<file path="src/rtl/hp_poll_pkg.sv">
package hp_poll_pkg;

    typedef enum logic [2:0] {
        ST_SLEEP  = 3'd0,
        ST_STAT   = 3'd1,
        ST_RETRY  = 3'd2,
        ST_ACC    = 3'd3,
        ST_REPORT = 3'd4
    } seq_state_e;

    localparam logic [7:0] IDX_CTLR_STAT = 8'h0F;
    localparam logic [7:0] IDX_LATCH     = 8'h28;
    localparam logic [7:0] IDX_EXT_OFS   = 8'h10;

endpackage

</file>
<file path="src/rtl/hp_tick_timer.sv">
module hp_tick_timer #(
    parameter int CNT_W = 8
) (
    input  logic             clk,
    input  logic             rst_n,
    input  logic             run,
    input  logic             tick,
    input  logic [CNT_W-1:0] limit,
    output logic             done
);
    logic [CNT_W-1:0] cnt_d, cnt_q;

    assign done = run && tick && (cnt_q == limit - CNT_W'(1));

    always_comb begin
        cnt_d = cnt_q;
        if (!run)      cnt_d = '0;
        else if (done) cnt_d = '0;
        else if (tick) cnt_d = cnt_q + CNT_W'(1);
    end

    always_ff @(posedge clk or negedge rst_n) begin
        if (!rst_n) cnt_q <= '0;
        else        cnt_q <= cnt_d;
    end

    // a running wait never counts past its limit
    assert_timer_bound_R2: assert property (@(posedge clk) disable iff (!rst_n)
        run |-> (cnt_q < limit));

endmodule

</file>
<file path="src/rtl/hp_slot_mask.sv">
module hp_slot_mask #(
    parameter int SLOTS  = 8,
    parameter int SLOT_W = 3
) (
    input  logic [SLOT_W-1:0] first_slot,
    input  logic [SLOT_W-1:0] last_slot,
    input  logic [SLOTS-1:0]  latch_new,
    input  logic [SLOTS-1:0]  latch_old,
    input  logic [SLOTS-1:0]  pend,
    output logic [SLOTS-1:0]  changed,
    output logic [SLOTS-1:0]  low_onehot,
    output logic [SLOT_W-1:0] low_slot
);
    logic [SLOTS-1:0] range_mask;

    for (genvar i = 0; i < SLOTS; i++) begin : g_bit
        if (i == 0) begin : g_rsvd
            assign range_mask[i] = 1'b0;
        end else begin : g_slot
            assign range_mask[i] = (SLOT_W'(i) >= first_slot) && (SLOT_W'(i) <= last_slot);
        end
    end

    assign changed    = (latch_new ^ latch_old) & range_mask;
    assign low_onehot = pend & (~pend + SLOTS'(1));

    always_comb begin
        low_slot = '0;
        for (int k = SLOTS - 1; k >= 0; k--) begin
            if (pend[k]) low_slot = SLOT_W'(k);
        end
    end

endmodule

</file>
<file path="src/rtl/hp_poll_seq.sv">
module hp_poll_seq
    import hp_poll_pkg::*;
#(
    parameter int SLEEP_TICKS = 2000,
    parameter int RETRY_TICKS = 1000,
    parameter int MAX_RETRY   = 60,
    parameter int FULL_PERIOD = 5,
    parameter int SLOTS       = 8,
    parameter int IDX_W       = 8,
    parameter int SLOT_W      = $clog2(SLOTS)
) (
    input  logic              clk,
    input  logic              rst_n,
    input  logic              tick,
    input  logic [SLOT_W-1:0] first_slot,
    input  logic [SLOT_W-1:0] last_slot,
    output logic              req_valid,
    output logic [IDX_W-1:0]  req_index,
    input  logic              ack,
    input  logic [7:0]        rdata,
    output logic              chg_valid,
    output logic [SLOT_W-1:0] chg_slot,
    output logic              timeout_err
);
    localparam int MAX_T = (SLEEP_TICKS > RETRY_TICKS) ? SLEEP_TICKS : RETRY_TICKS;
    localparam int CNT_W = $clog2(MAX_T + 1);
    localparam int PC_W  = $clog2(FULL_PERIOD + 1);
    localparam int RT_W  = $clog2(MAX_RETRY + 1);

    typedef struct packed {
        seq_state_e        st;
        logic              full;
        logic [PC_W-1:0]   poll_cnt;
        logic [SLOT_W-1:0] slot;
        logic              ext;
        logic [RT_W-1:0]   retries;
        logic [SLOTS-1:0]  prev;
        logic [SLOTS-1:0]  pend;
        logic              err;
    } seq_ctx_t;

    seq_ctx_t ctx_d, ctx_q;

    logic             tmr_run, tmr_done;
    logic [CNT_W-1:0] tmr_limit;
    logic [SLOTS-1:0] changed, low_onehot, pend_rest;
    logic [SLOT_W-1:0] low_slot;

    assign tmr_run   = (ctx_q.st == ST_SLEEP) || (ctx_q.st == ST_RETRY);
    assign tmr_limit = (ctx_q.st == ST_SLEEP) ? CNT_W'(SLEEP_TICKS) : CNT_W'(RETRY_TICKS);

    hp_tick_timer #(.CNT_W(CNT_W)) u_timer (
        .clk   (clk),
        .rst_n (rst_n),
        .run   (tmr_run),
        .tick  (tick),
        .limit (tmr_limit),
        .done  (tmr_done)
    );

    hp_slot_mask #(.SLOTS(SLOTS), .SLOT_W(SLOT_W)) u_mask (
        .first_slot (first_slot),
        .last_slot  (last_slot),
        .latch_new  (rdata[SLOTS-1:0]),
        .latch_old  (ctx_q.prev),
        .pend       (ctx_q.pend),
        .changed    (changed),
        .low_onehot (low_onehot),
        .low_slot   (low_slot)
    );

    assign pend_rest = ctx_q.pend & ~low_onehot;

    always_comb begin
        ctx_d     = ctx_q;
        ctx_d.err = 1'b0;
        unique case (ctx_q.st)
            ST_SLEEP: begin
                if (tmr_done) begin
                    ctx_d.retries = '0;
                    ctx_d.slot    = first_slot;
                    ctx_d.ext     = 1'b0;
                    ctx_d.st      = ST_STAT;
                    if (ctx_q.poll_cnt == PC_W'(FULL_PERIOD)) begin
                        ctx_d.poll_cnt = '0;
                        ctx_d.full     = 1'b1;
                    end else begin
                        ctx_d.poll_cnt = ctx_q.poll_cnt + PC_W'(1);
                        ctx_d.full     = 1'b0;
                    end
                end
            end
            ST_STAT: begin
                if (ack) begin
                    if (rdata[0]) begin
                        if (ctx_q.retries == RT_W'(MAX_RETRY - 1)) begin
                            ctx_d.err = 1'b1;
                            ctx_d.st  = ST_SLEEP;
                        end else begin
                            ctx_d.retries = ctx_q.retries + RT_W'(1);
                            ctx_d.st      = ST_RETRY;
                        end
                    end else begin
                        ctx_d.retries = '0;
                        ctx_d.st      = ST_ACC;
                    end
                end
            end
            ST_RETRY: begin
                if (tmr_done) ctx_d.st = ST_STAT;
            end
            ST_ACC: begin
                if (ack) begin
                    if (!ctx_q.full) begin
                        ctx_d.pend = changed;
                        ctx_d.prev = rdata[SLOTS-1:0];
                        ctx_d.st   = (|changed) ? ST_REPORT : ST_SLEEP;
                    end else if (!ctx_q.ext) begin
                        ctx_d.ext = 1'b1;
                        ctx_d.st  = ST_STAT;
                    end else if (ctx_q.slot == last_slot) begin
                        ctx_d.st = ST_SLEEP;
                    end else begin
                        ctx_d.slot = ctx_q.slot + SLOT_W'(1);
                        ctx_d.ext  = 1'b0;
                        ctx_d.st   = ST_STAT;
                    end
                end
            end
            ST_REPORT: begin
                ctx_d.pend = pend_rest;
                if (pend_rest == '0) ctx_d.st = ST_SLEEP;
            end
            default: ctx_d.st = ST_SLEEP;
        endcase
    end

    always_ff @(posedge clk or negedge rst_n) begin
        if (!rst_n) begin
            ctx_q          <= '0;
            ctx_q.st       <= ST_SLEEP;
        end else begin
            ctx_q <= ctx_d;
        end
    end

    always_comb begin
        req_index = '0;
        if (ctx_q.st == ST_STAT) begin
            req_index = IDX_W'(IDX_CTLR_STAT);
        end else if (!ctx_q.full) begin
            req_index = IDX_W'(IDX_LATCH);
        end else begin
            req_index = IDX_W'(ctx_q.slot) + (ctx_q.ext ? IDX_W'(IDX_EXT_OFS) : IDX_W'(0));
        end
    end

    assign req_valid   = (ctx_q.st == ST_STAT) || (ctx_q.st == ST_ACC);
    assign chg_valid   = (ctx_q.st == ST_REPORT) && (ctx_q.pend != '0);
    assign chg_slot    = low_slot;
    assign timeout_err = ctx_q.err;

    assert_req_hold_R10: assert property (@(posedge clk) disable iff (!rst_n)
        (req_valid && !ack) |=> (req_valid && $stable(req_index)));

    assert_req_drop_R10: assert property (@(posedge clk) disable iff (!rst_n)
        $fell(req_valid) |-> $past(ack));

    assert_chg_in_range_R8: assert property (@(posedge clk) disable iff (!rst_n)
        chg_valid |-> (chg_slot != '0 && chg_slot >= first_slot && chg_slot <= last_slot));

    assert_err_pulse_R7: assert property (@(posedge clk) disable iff (!rst_n)
        timeout_err |=> (!timeout_err && !req_valid));

    assert_poll_cnt_R1: assert property (@(posedge clk) disable iff (!rst_n)
        ctx_q.poll_cnt <= PC_W'(FULL_PERIOD));

    assert_retry_bound_R7: assert property (@(posedge clk) disable iff (!rst_n)
        ctx_q.retries < RT_W'(MAX_RETRY));

endmodule

</file>
<file path="config.mk">
export PLATFORM = sky130hd
export DESIGN_NAME = hp_poll_seq
export DESIGN_NICKNAME = d
export VERILOG_FILES = /design/src/rtl/hp_poll_pkg.sv /design/src/rtl/hp_tick_timer.sv /design/src/rtl/hp_slot_mask.sv /design/src/rtl/hp_poll_seq.sv
export SDC_FILE = /design/constraint.sdc
export NUM_CORES = 1
export LEC_CHECK = 0
export ABC_AREA = 1
export BUFFER_PORTS_ARGS = -buffer_cell sky130_fd_sc_hd__buf_4
export CELL_PAD_IN_SITES_DETAIL_PLACEMENT = 2
export CELL_PAD_IN_SITES_GLOBAL_PLACEMENT = 2
export CORE_UTILIZATION = 24
export DETAILED_ROUTE_END_ITERATION = 12
export PLACE_DENSITY = 0.69
export SLEW_MARGIN = 15
export SYNTH_ARGS = -nofsm -noshare
export SYNTH_HDL_FRONTEND = slang
export SYNTH_HIERARCHICAL = 1
export SYNTH_SLANG_ARGS = --single-unit
export TNS_END_PERCENT = 1
</file>
<file path="constraint.sdc">
create_clock -name clk -period 4.75 [get_ports clk]
set_input_delay 0.2375 -clock clk [delete_from_list [all_inputs] [get_ports clk]]
set_output_delay 0.2375 -clock clk [all_outputs]
set_load 0.05 [all_outputs]
</file>
* Word level (Yosys, flattened, before mapping) *
Cells that the tools add are included.

operators by class
  $add $sub $neg = 7
  multipliers = 0
  div/mod/pow operators = 0
  magnitude comparators = 14
  eq/ne operators = 19
  shift-type cells = 0
  multiplexer cells = 45
  bitwise logic cells = 7
  reductions and logical operators = 26

operator list
  operator                                                  number
  two-way mux 3 bit                                         16
  two-way mux 11 bit                                        4
  two-way mux 6 bit                                         5
  AND 8 bit                                                 3
  != test 2 bit (second input constant)                     9
  two-way mux 17 bit                                        1
  two-way mux 4 bit                                         4
  two-way mux 8 bit                                         2
  NOT 8 bit                                                 2
  case mux 8 bit (2 select lines)                           1
  case mux 3 bit (5 select lines)                           1
  greater-or-equal comparator 3 bit (first input constant)  4
  <= comparator 3 bit (first input constant)                4
  case mux 6 bit (2 select lines)                           1
  adder 11 x 1 -> 11 bit (second input constant)            1
  equality test 11 bit                                      1
  subtractor 11 x 1 -> 11 bit (second input constant)       1
  logical AND 1 bit                                         10
  adder 8 x 1 -> 8 bit (second input constant)              1
  logical NOT 8 bit                                         1
  case mux 4 bit (2 select lines)                           1
  AND reduction 4 bit                                       2
  nonzero test 8 bit                                        1
  OR reduction 8 bit                                        1
  25 further kinds                                          41

word-level totals
  register bits = 45
  latch bits = 0
  RAM bits = 0
  ROM bits = 0
  output and inout port bits = 14
  word-level logic and storage cells = 128
  memories kept = 0

* Logic depth before layout (Yosys ltp) *
Gate-level depths: netlist of the first run.

  depth after elaboration = 8
  depth in mapped cells = 20

* Hierarchy *
Netlist of the first run, hierarchy kept.

by module, submodules not included
  module         times used  cells an instance  area an instance (um^2)  sequential area each (um^2)
  hp_poll_seq    1           276                1986.9                   850.8
  hp_tick_timer  1           232                1310.0                   275.3
  hp_slot_mask   1           70                 327.8                    0.0

* Worst setup path before layout of the first run *
Ideal clock, no wire load.

  path type = register -> register
  start = reg ctx_q[31] in the netlist's numbering
  end = reg ctx_q[19] in the netlist's numbering
  library setup time = 117 ps
  arrival time = 2595 ps
  data required time = 4633 ps
  path slack = 2038 ps
  cell stages (with the launch flop) = 19
  path buffers = 0
  clock period less this slack = 2712 ps
  cell sequence = dfrtp_1 > nor2_1 > nand2_2 > inv_1 > nor2_1 > nand3_1 > nand2_1 > nand2_1 > nor2_1 > nor2_4 > nand3_4 > nor3_2 > inv_1 > nand3_1 > o21ai_2 > a21oi_4 > inv_1 > nand2_1 > nand2_1

on the way
  word-level cells in the longest chain between the ends = 7
  elaborated cells between the ends (all ways) = 15

RTL lines
  element                               RTL line             source
  from (decl)                           hp_poll_seq.sv:42    seq_ctx_t ctx_d, ctx_q;
  from (signal assigned)                hp_poll_seq.sv:143   ctx_q <= ctx_d;
  logical NOT 3 bit                     hp_poll_seq.sv:50    assign tmr_limit = (ctx_q.st == ST_SLEEP) ? CNT_W'(SLEEP_TICKS) : CNT_W'(RETRY_TICKS);
  two-way mux 11 bit                    hp_poll_seq.sv:50
  named net tmr_limit[3]                hp_poll_seq.sv:45    logic [CNT_W-1:0] tmr_limit;
  subtractor 11 x 1 -> 11 bit           hp_tick_timer.sv:13  assign done = run && tick && (cnt_q == limit - CNT_W'(1));
  equality test 11 bit                  hp_tick_timer.sv:13
  logical AND 1 bit                     hp_tick_timer.sv:13
  named net tmr_done                    hp_poll_seq.sv:44    logic tmr_run, tmr_done;
  != test 2 bit (no source line)        n/a
  AND reduction 4 bit (no source line)  n/a

The timed path passes the listed nets, and every way through them passes these cells.
A chain may end at the register's enable or synchronous reset.

* Final worst setup path of the first run *
  start = reg ctx_q[31] in the netlist's numbering
  end = reg ctx_q[17] in the netlist's numbering

The elaborated chain is that of the path after synthesis.

==> impl_metrics.py, run 1 <==
metrics = {
    "status": {
        "outcome": "completed",
    },
    "routing": {
        "vias": 3765,
        "routed_wl_um": 11400,
        "first_pass_iters": 4,
        "viasPerCell": 4.65,
        "ant_nets": 0,
        "drtIter0Drc": 75,
        "drc_errors": 0,
        "wl_per_cell_um": 14.1,
    },
    "pwr": {
        "seqPwrFrac_pct": 29.7,
        "power.switching_uw": 721,
        "p_leak_nw": 2.21,
        "p_per_area_nw_per_um2": 365,
        "p_int_uw": 820,
        "switching_share_pct": 46.8,
        "ir_drop_mv": 0.304,
        "power_frac_comb_pct": 46.6,
        "total_power_mw": 1.54,
        "clockPowerShare_pct": 23.7,
    },
    "cts": {
        "clock_path_buffers": 2,
        "htreeDepth": 2,
        "clk_latency_ns": 0.29,
        "clock-sinks": 44,
        "cts_tree": "built",
        "cts_buffers": 5,
        "clock-root-buffer": "clkbuf_16",
        "cts.clk_slew.worst_paths_ns": 0.07,
    },
    "place": {
        "port_buffers": 29,
        "place_congestion": 0.781,
        "placed_area_um2": 4060,
        "dpl.hpwl_um": 9230,
    },
    "floorplan": {
        "core-area_um2": 14600,
        "ios": 32,
        "die_area_um2": 15500,
        "die_x_um": 124,
        "initial_core_util_pct": 24.6,
        "die_h_um": 124,
        "rows": 44,
    },
    "worst_setup_path": {
        "r2r_start": "ctx_q[31]",
        "required_ns": 4.93,
        "critical_path.most_common_cell": "nand2_1",
        "start_kind": "flop",
        "timing_worst_setup_path_type": "reg -> reg",
        "reg2reg_depth": 18,
        "crit_chain": "nor2_1 > nand2_2 > inv_1 > nor2_1 > nand3_1 > nand2_1 > nand2_1 > nor2_1 > nor2_4 > nand3_4 > nor3_2 > inv_1 > nand3_1 > o21ai_2 > a21oi_4 > inv_1 > nand2_1 > nand2_1",
        "arrival_ns": 3.57,
        "critPathLaunch": "ctx_q[31]",
        "slowest_delay_ns": 0.44,
        "cp-end-kind": "flop",
        "cp_max_fo": 15,
        "regToRegSetupSlack_ns": 1.36,
        "reg2reg_to": "ctx_q[17]",
        "critPathSlowestCell": "dfrtp_1",
    },
    "min_path": {
        "min_path_type": "in -> reg",
        "hold_depth": 3,
        "holdPathEnd": "ctx_q[16]",
        "worstHoldStart": "rdata[7]",
    },
    "yosys": {
        "synthCells": 575,
        "synth_area_per_cell_um2": 6.25,
        "synth_area_um2": 3590,
        "yosysWarningCount": 6,
    },
    "final_layout": {
        "syn2layout_area_growth_pct": 17.6,
        "fin_util_pct": 28.9,
        "layout.cells.most_common": "nand2_1",
        "diodes": 0,
        "final_cell_area_um2": 4220,
        "drive_above_1_share_pct": 11.8,
        "nets": 647,
        "final_cell_mix": "207 x nand2_1, 70 x inv_1, 60 x nand3_1, 58 x nor2_1, 44 x dfrtp_1",
    },
    "timing": {
        "fin_hold_ws_ns": 0.161,
        "drv_slew": 0,
        "relSlewSlack_pct": 50.5,
        "final.setup.tns_ns": 0,
        "timing.fmax_mhz": 295,
        "period_minus_slack_ns": 3.39,
        "layout_worst_path_cycle_share_pct": 71.4,
        "worstMarginPinSlew_ns": 0.740,
        "rsz0062_at_grt": "false",
        "finalSetupViolations": 0,
        "hold_viol_final": 0,
        "fin_skew_ns": 0.00500,
    },
    "global_route": {
        "grt_util_all_layers_pct": 15.6,
        "grt_pass1_vias": 4180,
        "antenna_found_initial": 0,
        "grt_max_degree": 45,
        "grt_pass1_wl_um": 20100,
        "gr-total-overflow": 0,
    },
    "flow_run": {
        "cap_violations": 0,
    },
}
[layout make-up]
cell class                 count  area, µm²
clock buffer                   7        143
timing repair buffer          30        228
tap                          184        230
fill                        1798      10400
inverter                      78        293
sequential                    44       1100
clock inverter                 1       7.51
multi-input combinational    466       2220
[critical path, delay by kind of cell, from the launching register on]
kind	cells	cell delay, ns
AND/OR/NAND/NOR	13	1.88
AO/OA/AOI/OAI	2	0.35
buffers and inverters	3	0.60
flip-flops	1	0.44
[metrics by stage]
step / std cells / setup WS, ns
floorplan: 598 / 2.04
global placement: 801 / 1.60
detailed placement: 801 / 1.36
CTS: 810 / 1.34
global route: 810 / 1.04
finish: 810 / 1.36
[worst max path at each step]
stage,depth (start not counted),slack [ns],end
2_1_floorplan,18,2.04,ctx_q[19]
3_3_place_gp,18,1.60,ctx_q[19]
3_5_place_dp,18,1.36,ctx_q[17]
4_1_cts,18,1.34,ctx_q[17]
5_1_grt,18,1.04,ctx_q[17]
6_report,18,1.36,ctx_q[17]
[metal layers]
metal / global-route usage [%] / up-vias / wire length, µm
li1: - / 1874 / -
met1: 19.3 / 1843 / 5130
met2: 29.1 / 40 / 5930
met3: 1.46 / 8 / 209
met4: 3.54 / 0 / 127
met5: 0 / - / 0
[registers in the layout, summed over array words and instances (netlist names)]
signal,cells
ctx_q,32
u_timer/cnt_q,11
timeout_err,1
[power groups by stage]
| stage | Clock [mW] | Combinational [mW] | Sequential [mW] |
|---|---|---|---|
| after global placement | 0 | 0.700 | 0.462 |
| after CTS | 0.379 | 0.728 | 0.458 |
| final | 0.365 | 0.718 | 0.458 |
| after global routing | 0.385 | 0.808 | 0.465 |
| after floorplan | 0 | 0.540 | 0.446 |
| after detailed placement | 0 | 0.725 | 0.464 |
[what timing repair did]
item                                    in CTS  in global routing
resized for setup                            0                  0
hold endpoints to repair                    44                  0
endpoints found under the setup margin       0                  0
hold buffers                                 1                  0
setup buffers                                0                  0
(Power assumes the default switching activity.)
==> run 2, diff against run 1 <==
==> constraint.sdc (replaced) <==
create_clock -name clk -period 3.3 [get_ports clk]
set_input_delay 0.165 -clock clk [delete_from_list [all_inputs] [get_ports clk]]
set_output_delay 0.165 -clock clk [all_outputs]
set_load 0.05 [all_outputs]
==> impl_metrics.py, run 2 (synthesis gave the netlist of run 1 again) <==
metrics = {
    "routing": {
        "drc_errors": 0,
        "routed_wl_um": 11400,
        "viasPerCell": 4.60,
        "first_pass_iters": 4,
        "ant_nets": 0,
        "wl_per_cell_um": 14.0,
        "drtIter0Drc": 85,
        "vias": 3731,
    },
    "timing": {
        "period_minus_slack_ns": 2.97,
        "finalSetupViolations": 0,
        "relSlewSlack_pct": 44.4,
        "fin_hold_ws_ns": 0.0928,
        "setup_ws_ns": 0.333,
        "final.setup.tns_ns": 0,
        "drv_slew": 0,
        "timing.fmax_mhz": 337,
        "fin_skew_ns": 0.00380,
        "layout_worst_path_cycle_share_pct": 89.9,
        "hold_viol_final": 0,
        "rsz0062_at_grt": "false",
        "worstMarginPinSlew_ns": 0.830,
    },
    "global_route": {
        "grt_max_degree": 45,
        "grt_util_all_layers_pct": 15.5,
        "antenna_found_initial": 0,
        "gr-total-overflow": 0,
        "grt_pass1_vias": 4160,
        "grt_pass1_wl_um": 19800,
    },
    "pwr": {
        "p_per_area_nw_per_um2": 521,
        "total_power_mw": 2.20,
        "p_leak_nw": 2.21,
        "ir_drop_mv": 0.337,
    },
    "floorplan": {
        "die_h_um": 124,
        "rows": 44,
        "initial_core_util_pct": 24.6,
        "ios": 32,
        "core-area_um2": 14600,
        "die_area_um2": 15500,
        "die_x_um": 124,
    },
    "place": {
        "placed_area_um2": 4080,
        "place_congestion": 0.768,
        "port_buffers": 29,
        "pre_cts_ws_ns": 0.263,
        "dpl.hpwl_um": 9240,
    },
    "cts": {
        "cts_tree": "built",
        "clk_latency_ns": 0.29,
        "cts.clk_slew.worst_paths_ns": 0.06,
        "cts_buffers": 5,
        "clock_path_buffers": 2,
        "htreeDepth": 2,
        "clock-sinks": 44,
        "clock-root-buffer": "clkbuf_16",
        "postCtsSetupRepairBufs": 0,
    },
    "final_layout": {
        "drive_above_1_share_pct": 12.0,
        "largest_reg_flops": 32,
        "final_cell_area_um2": 4230,
        "final_cell_mix": "207 x nand2_1, 70 x inv_1, 60 x nand3_1, 58 x nor2_1, 44 x dfrtp_1",
        "regMostFlops": "ctx_q",
        "syn2layout_area_growth_pct": 17.7,
        "layout.cells.most_common": "nand2_1",
        "diodes": 0,
        "nFillCells": 1790,
        "nets": 649,
    },
    "min_path": {
        "worstHoldStart": "rdata[3]",
        "holdPathEnd": "ctx_q[12]",
        "hold_depth": 3,
        "min_path_type": "in -> reg",
    },
    "worst_setup_path": {
        "required_ns": 3.48,
        "regToRegSetupSlack_ns": 0.33,
        "reg2reg_depth": 18,
        "arrival_ns": 3.15,
        "timing_worst_setup_path_type": "reg -> reg",
        "cp_max_fo": 12,
        "cp-end-kind": "flop",
        "r2r_start": "ctx_q[31]",
        "reg2reg_to": "ctx_q[21]",
        "start_kind": "flop",
    },
    "status": {
        "outcome": "completed",
    },
    "flow_run": {
        "cap_violations": 0,
    },
}
run 2: cell count changes in the layout (fill, tap and decap cells not counted), sizes merged:
cell      before  now
buf           29   31
clkinvlp       1    0
clkbuf         7    6
clkinv         0    1
run 2: critical path: stages (launching register included):
cell and delay (ns):
dfrtp_1 0.45, nor2_1 0.31, nand2_4 0.20, inv_1 0.21, nor2_1 0.11, nand3_1 0.12, nand2_1 0.07, nand2_1 0.06
nor2_1 0.06, nor2_4 0.13, nand3_4 0.11, nor3_2 0.17, inv_1 0.11, nand3_1 0.14, o21ai_2 0.10, a21oi_4 0.23
inv_1 0.14, nand2_1 0.08, nand2_1 0.05
run 2: metal layers:
layer  routed length [µm]  GRT usage, %
met4                  155          4.04
met3                  169          1.76
met1                 5240          18.7
met2                 5800          28.7
met5                    0             0
run 2: worst max-delay path by stage:
stage	depth (start not counted)	start	to	slack, ns
3_5_place_dp	18	ctx_q[31]	ctx_q[21]	0.26
4_1_cts	18	ctx_q[31]	ctx_q[19]	0.23
6_report	18	ctx_q[31]	ctx_q[21]	0.33
5_1_grt	18	ctx_q[31]	ctx_q[22]	0.006
3_3_place_gp	18	ctx_q[31]	ctx_q[17]	0.46
2_1_floorplan	18	ctx_q[31]	ctx_q[19]	0.59
run 2: report_power, final:
| group | switching [mW] | leakage (nW) | internal [mW] |
|---|---|---|---|
| Combinational | 0.755 | 1.61 | 0.302 |
| Clock | 0.211 | 0.0667 | 0.276 |
| Sequential | 0.0704 | 0.543 | 0.588 |
| Total | 1.04 | 2.21 | 1.17 |
run 2: final cells by class:
cell class              count  area [µm²]  share of cell area (%)
flip-flops and latches     44        1100                    26.1
clock inverters             1        5.00                   0.118
repair buffers             32         243                    5.74
multi-input cells         466        2220                    52.7
clock buffers               6         129                    3.05
well taps                 184         230                    5.45
inverters                  78         293                    6.93
run 2: metrics by stage:
stage	cells	utilization, %
floorplan	598	-
global placement	803	27.9
detailed placement	803	27.9
CTS	811	28.9
global route	811	29.0
finish	811	29.0
run 2: what timing repair did:
item,CTS,global route
gates resized for setup,0,1
setup endpoints to repair,0,5
endpoints found under the hold margin,44,0
hold buffers,1,0
==> run 3, diff against run 2 <==
--- a/config.mk
+++ b/config.mk
@@ -10,6 +10,7 @@
 export CELL_PAD_IN_SITES_DETAIL_PLACEMENT = 2
 export CELL_PAD_IN_SITES_GLOBAL_PLACEMENT = 2
 export CORE_UTILIZATION = 24
+export CTS_BUF_LIST = sky130_fd_sc_hd__clkbuf_4 sky130_fd_sc_hd__clkbuf_8
 export DETAILED_ROUTE_END_ITERATION = 12
 export PLACE_DENSITY = 0.69
 export SLEW_MARGIN = 15
==> impl_metrics.py, run 3 (synthesis gave the netlist of run 1 again) <==
metrics = {
    "pwr": {
        "switching_share_pct": 49.4,
        "clockPowerShare_pct": 16.9,
        "p_per_area_nw_per_um2": 493,
        "p_int_mw": 1.04,
        "ir_drop_mv": 0.285,
        "seqPwrFrac_pct": 32.0,
        "power.switching_mw": 1.02,
        "total_power_mw": 2.06,
        "p_leak_nw": 2.19,
        "power_frac_comb_pct": 51.1,
    },
    "cts": {
        "cts_tree": "built",
        "clock-root-buffer": "clkbuf_8",
        "clock_path_buffers": 2,
        "htreeDepth": 2,
        "postCtsSetupRepairBufs": 0,
        "clk_latency_ns": 0.30,
        "cts.clk_slew.worst_paths_ns": 0.09,
        "clock-sinks": 44,
        "cts_buffers": 5,
    },
    "worst_setup_path": {
        "cp_top_family": "simple AND/OR/NAND/NOR gates",
        "start_kind": "flop",
        "critPathBufInv": 3,
        "crit_chain": "nor2_2 > nand2_4 > inv_1 > nor2_1 > nand3_1 > nand2_1 > nand2_1 > nor2_1 > nor2_4 > nand3_4 > nor3_2 > inv_1 > nand3_1 > o21ai_2 > a21oi_4 > inv_1 > nand2_1 > nand2_1",
        "cp.depth": 18,
        "slowest_delay_ns": 0.47,
        "reg2reg_to": "ctx_q[21]",
        "timing_worst_setup_path_type": "reg -> reg",
        "critical_path.most_common_cell": "nand2_1",
        "critPathLaunch": "ctx_q[31]",
        "reg2reg_depth": 18,
        "cp_max_fo": 12,
        "required_ns": 3.50,
        "regToRegSetupSlack_ns": 0.43,
        "cp-end-kind": "flop",
        "critPathCapture": "ctx_q[21]",
        "critPathSlowestCell": "dfrtp_1",
        "arrival_ns": 3.06,
        "r2r_start": "ctx_q[31]",
    },
    "timing": {
        "relSlewSlack_pct": 46.0,
        "final.setup.tns_ns": 0,
        "rsz0062_at_grt": "false",
        "timing.fmax_mhz": 349,
        "worstMarginPinSlew_ns": 0.807,
        "layout_worst_path_cycle_share_pct": 86.9,
        "drv_slew": 0,
        "setup_ws_ns": 0.433,
        "fin_hold_ws_ns": 0.0727,
        "hold_viol_final": 0,
        "period_minus_slack_ns": 2.87,
        "fin_skew_ns": 0.00623,
        "finalSetupViolations": 0,
    },
    "floorplan": {
        "rows": 44,
        "ios": 32,
        "die_x_um": 124,
        "die_h_um": 124,
        "initial_core_util_pct": 24.6,
        "die_area_um2": 15500,
        "core-area_um2": 14600,
    },
    "final_layout": {
        "nFillCells": 1792,
        "layout.cells.most_common": "nand2_1",
        "drive_above_1_share_pct": 12.3,
        "fin_util_pct": 28.6,
        "diodes": 0,
        "final_cells": 811,
        "final_cell_area_um2": 4180,
        "nets": 649,
        "largest_reg_flops": 32,
        "syn2layout_area_growth_pct": 16.3,
        "final_cell_mix": "207 x nand2_1, 70 x inv_1, 60 x nand3_1, 57 x nor2_1, 44 x dfrtp_1",
        "regMostFlops": "ctx_q",
    },
    "routing": {
        "routed_wl_um": 11200,
        "viasPerCell": 4.57,
        "drtIter0Drc": 72,
        "drc_errors": 0,
        "vias": 3709,
        "first_pass_iters": 4,
        "ant_nets": 0,
        "wl_per_cell_um": 13.8,
    },
    "global_route": {
        "gr-total-overflow": 0,
        "grt_util_all_layers_pct": 15.2,
        "use_met2_pct": 28.1,
        "grtUsageMet3_pct": 1.33,
        "grt_pass1_vias": 4086,
        "met1_usage_pct": 18.8,
        "grt-busiest-layer": "met2",
        "grt_pass1_wl_um": 19500,
        "antenna_found_initial": 0,
        "grt_max_degree": 45,
    },
    "place": {
        "dpl.hpwl_um": 9240,
        "placed_area_um2": 4080,
        "port_buffers": 29,
        "place_congestion": 0.768,
        "place_inst": 803,
        "pre_cts_ws_ns": 0.263,
    },
    "flow_run": {
        "cap_violations": 0,
    },
    "min_path": {
        "worstHoldStart": "rdata[3]",
        "min_path_type": "in -> reg",
    },
    "status": {
        "outcome": "completed",
    },
}
## run 3: layer usage
layer | part of all wire [%] | vias to the layer above
met2 | 51 | 26
met3 | 1.3 | 10
met5 | 0 | -
met4 | 1.3 | 0
li1 | - | 1881
met1 | 47 | 1792
## run 3: repair_timing
item	4_1_cts	5_1_grt
hold buffers	1	0
setup endpoints to repair	0	5
endpoints found under the hold margin	44	0
resized for setup	0	2
## run 3: power by group through the flow
| stage | logic, mW | registers (mW) | clock network (mW) |
|---|---|---|---|
| floorplan | 0.777 | 0.642 | 0 |
| CTS | 1.06 | 0.659 | 0.372 |
| global route | 1.18 | 0.671 | 0.387 |
| global placement | 1.02 | 0.664 | 0 |
| finish | 1.05 | 0.659 | 0.347 |
| detailed placement | 1.06 | 0.669 | 0 |
## run 3: layout make-up
type / instances / area, µm² / area share (%)
tap: 184 / 230 / 5.51
clock inverter: 1 / 5.00 / 0.120
multi-input combinational: 466 / 2230 / 53.3
timing repair buffer: 32 / 243 / 5.81
clock buffer: 6 / 76.3 / 1.83
sequential: 44 / 1100 / 26.4
inverter: 78 / 293 / 7.01
## run 3: worst register-to-register path: stages (launching register included)
cell and delay [ns]:
dfrtp_1 0.47, nor2_2 0.22, nand2_4 0.16, inv_1 0.21
nor2_1 0.11, nand3_1 0.12, nand2_1 0.07, nand2_1 0.06
nor2_1 0.06, nor2_4 0.13, nand3_4 0.11, nor3_2 0.17
inv_1 0.11, nand3_1 0.15, o21ai_2 0.11, a21oi_4 0.23
inv_1 0.14, nand2_1 0.09, nand2_1 0.05
## run 3: worst min path at each step
stage                           end  cells after the start
after global routing      ctx_q[10]                      3
after global placement    ctx_q[14]                      1
final                     ctx_q[12]                      3
after CTS                 ctx_q[16]                      3
after detailed placement  ctx_q[13]                      1
after floorplan           ctx_q[10]                      0
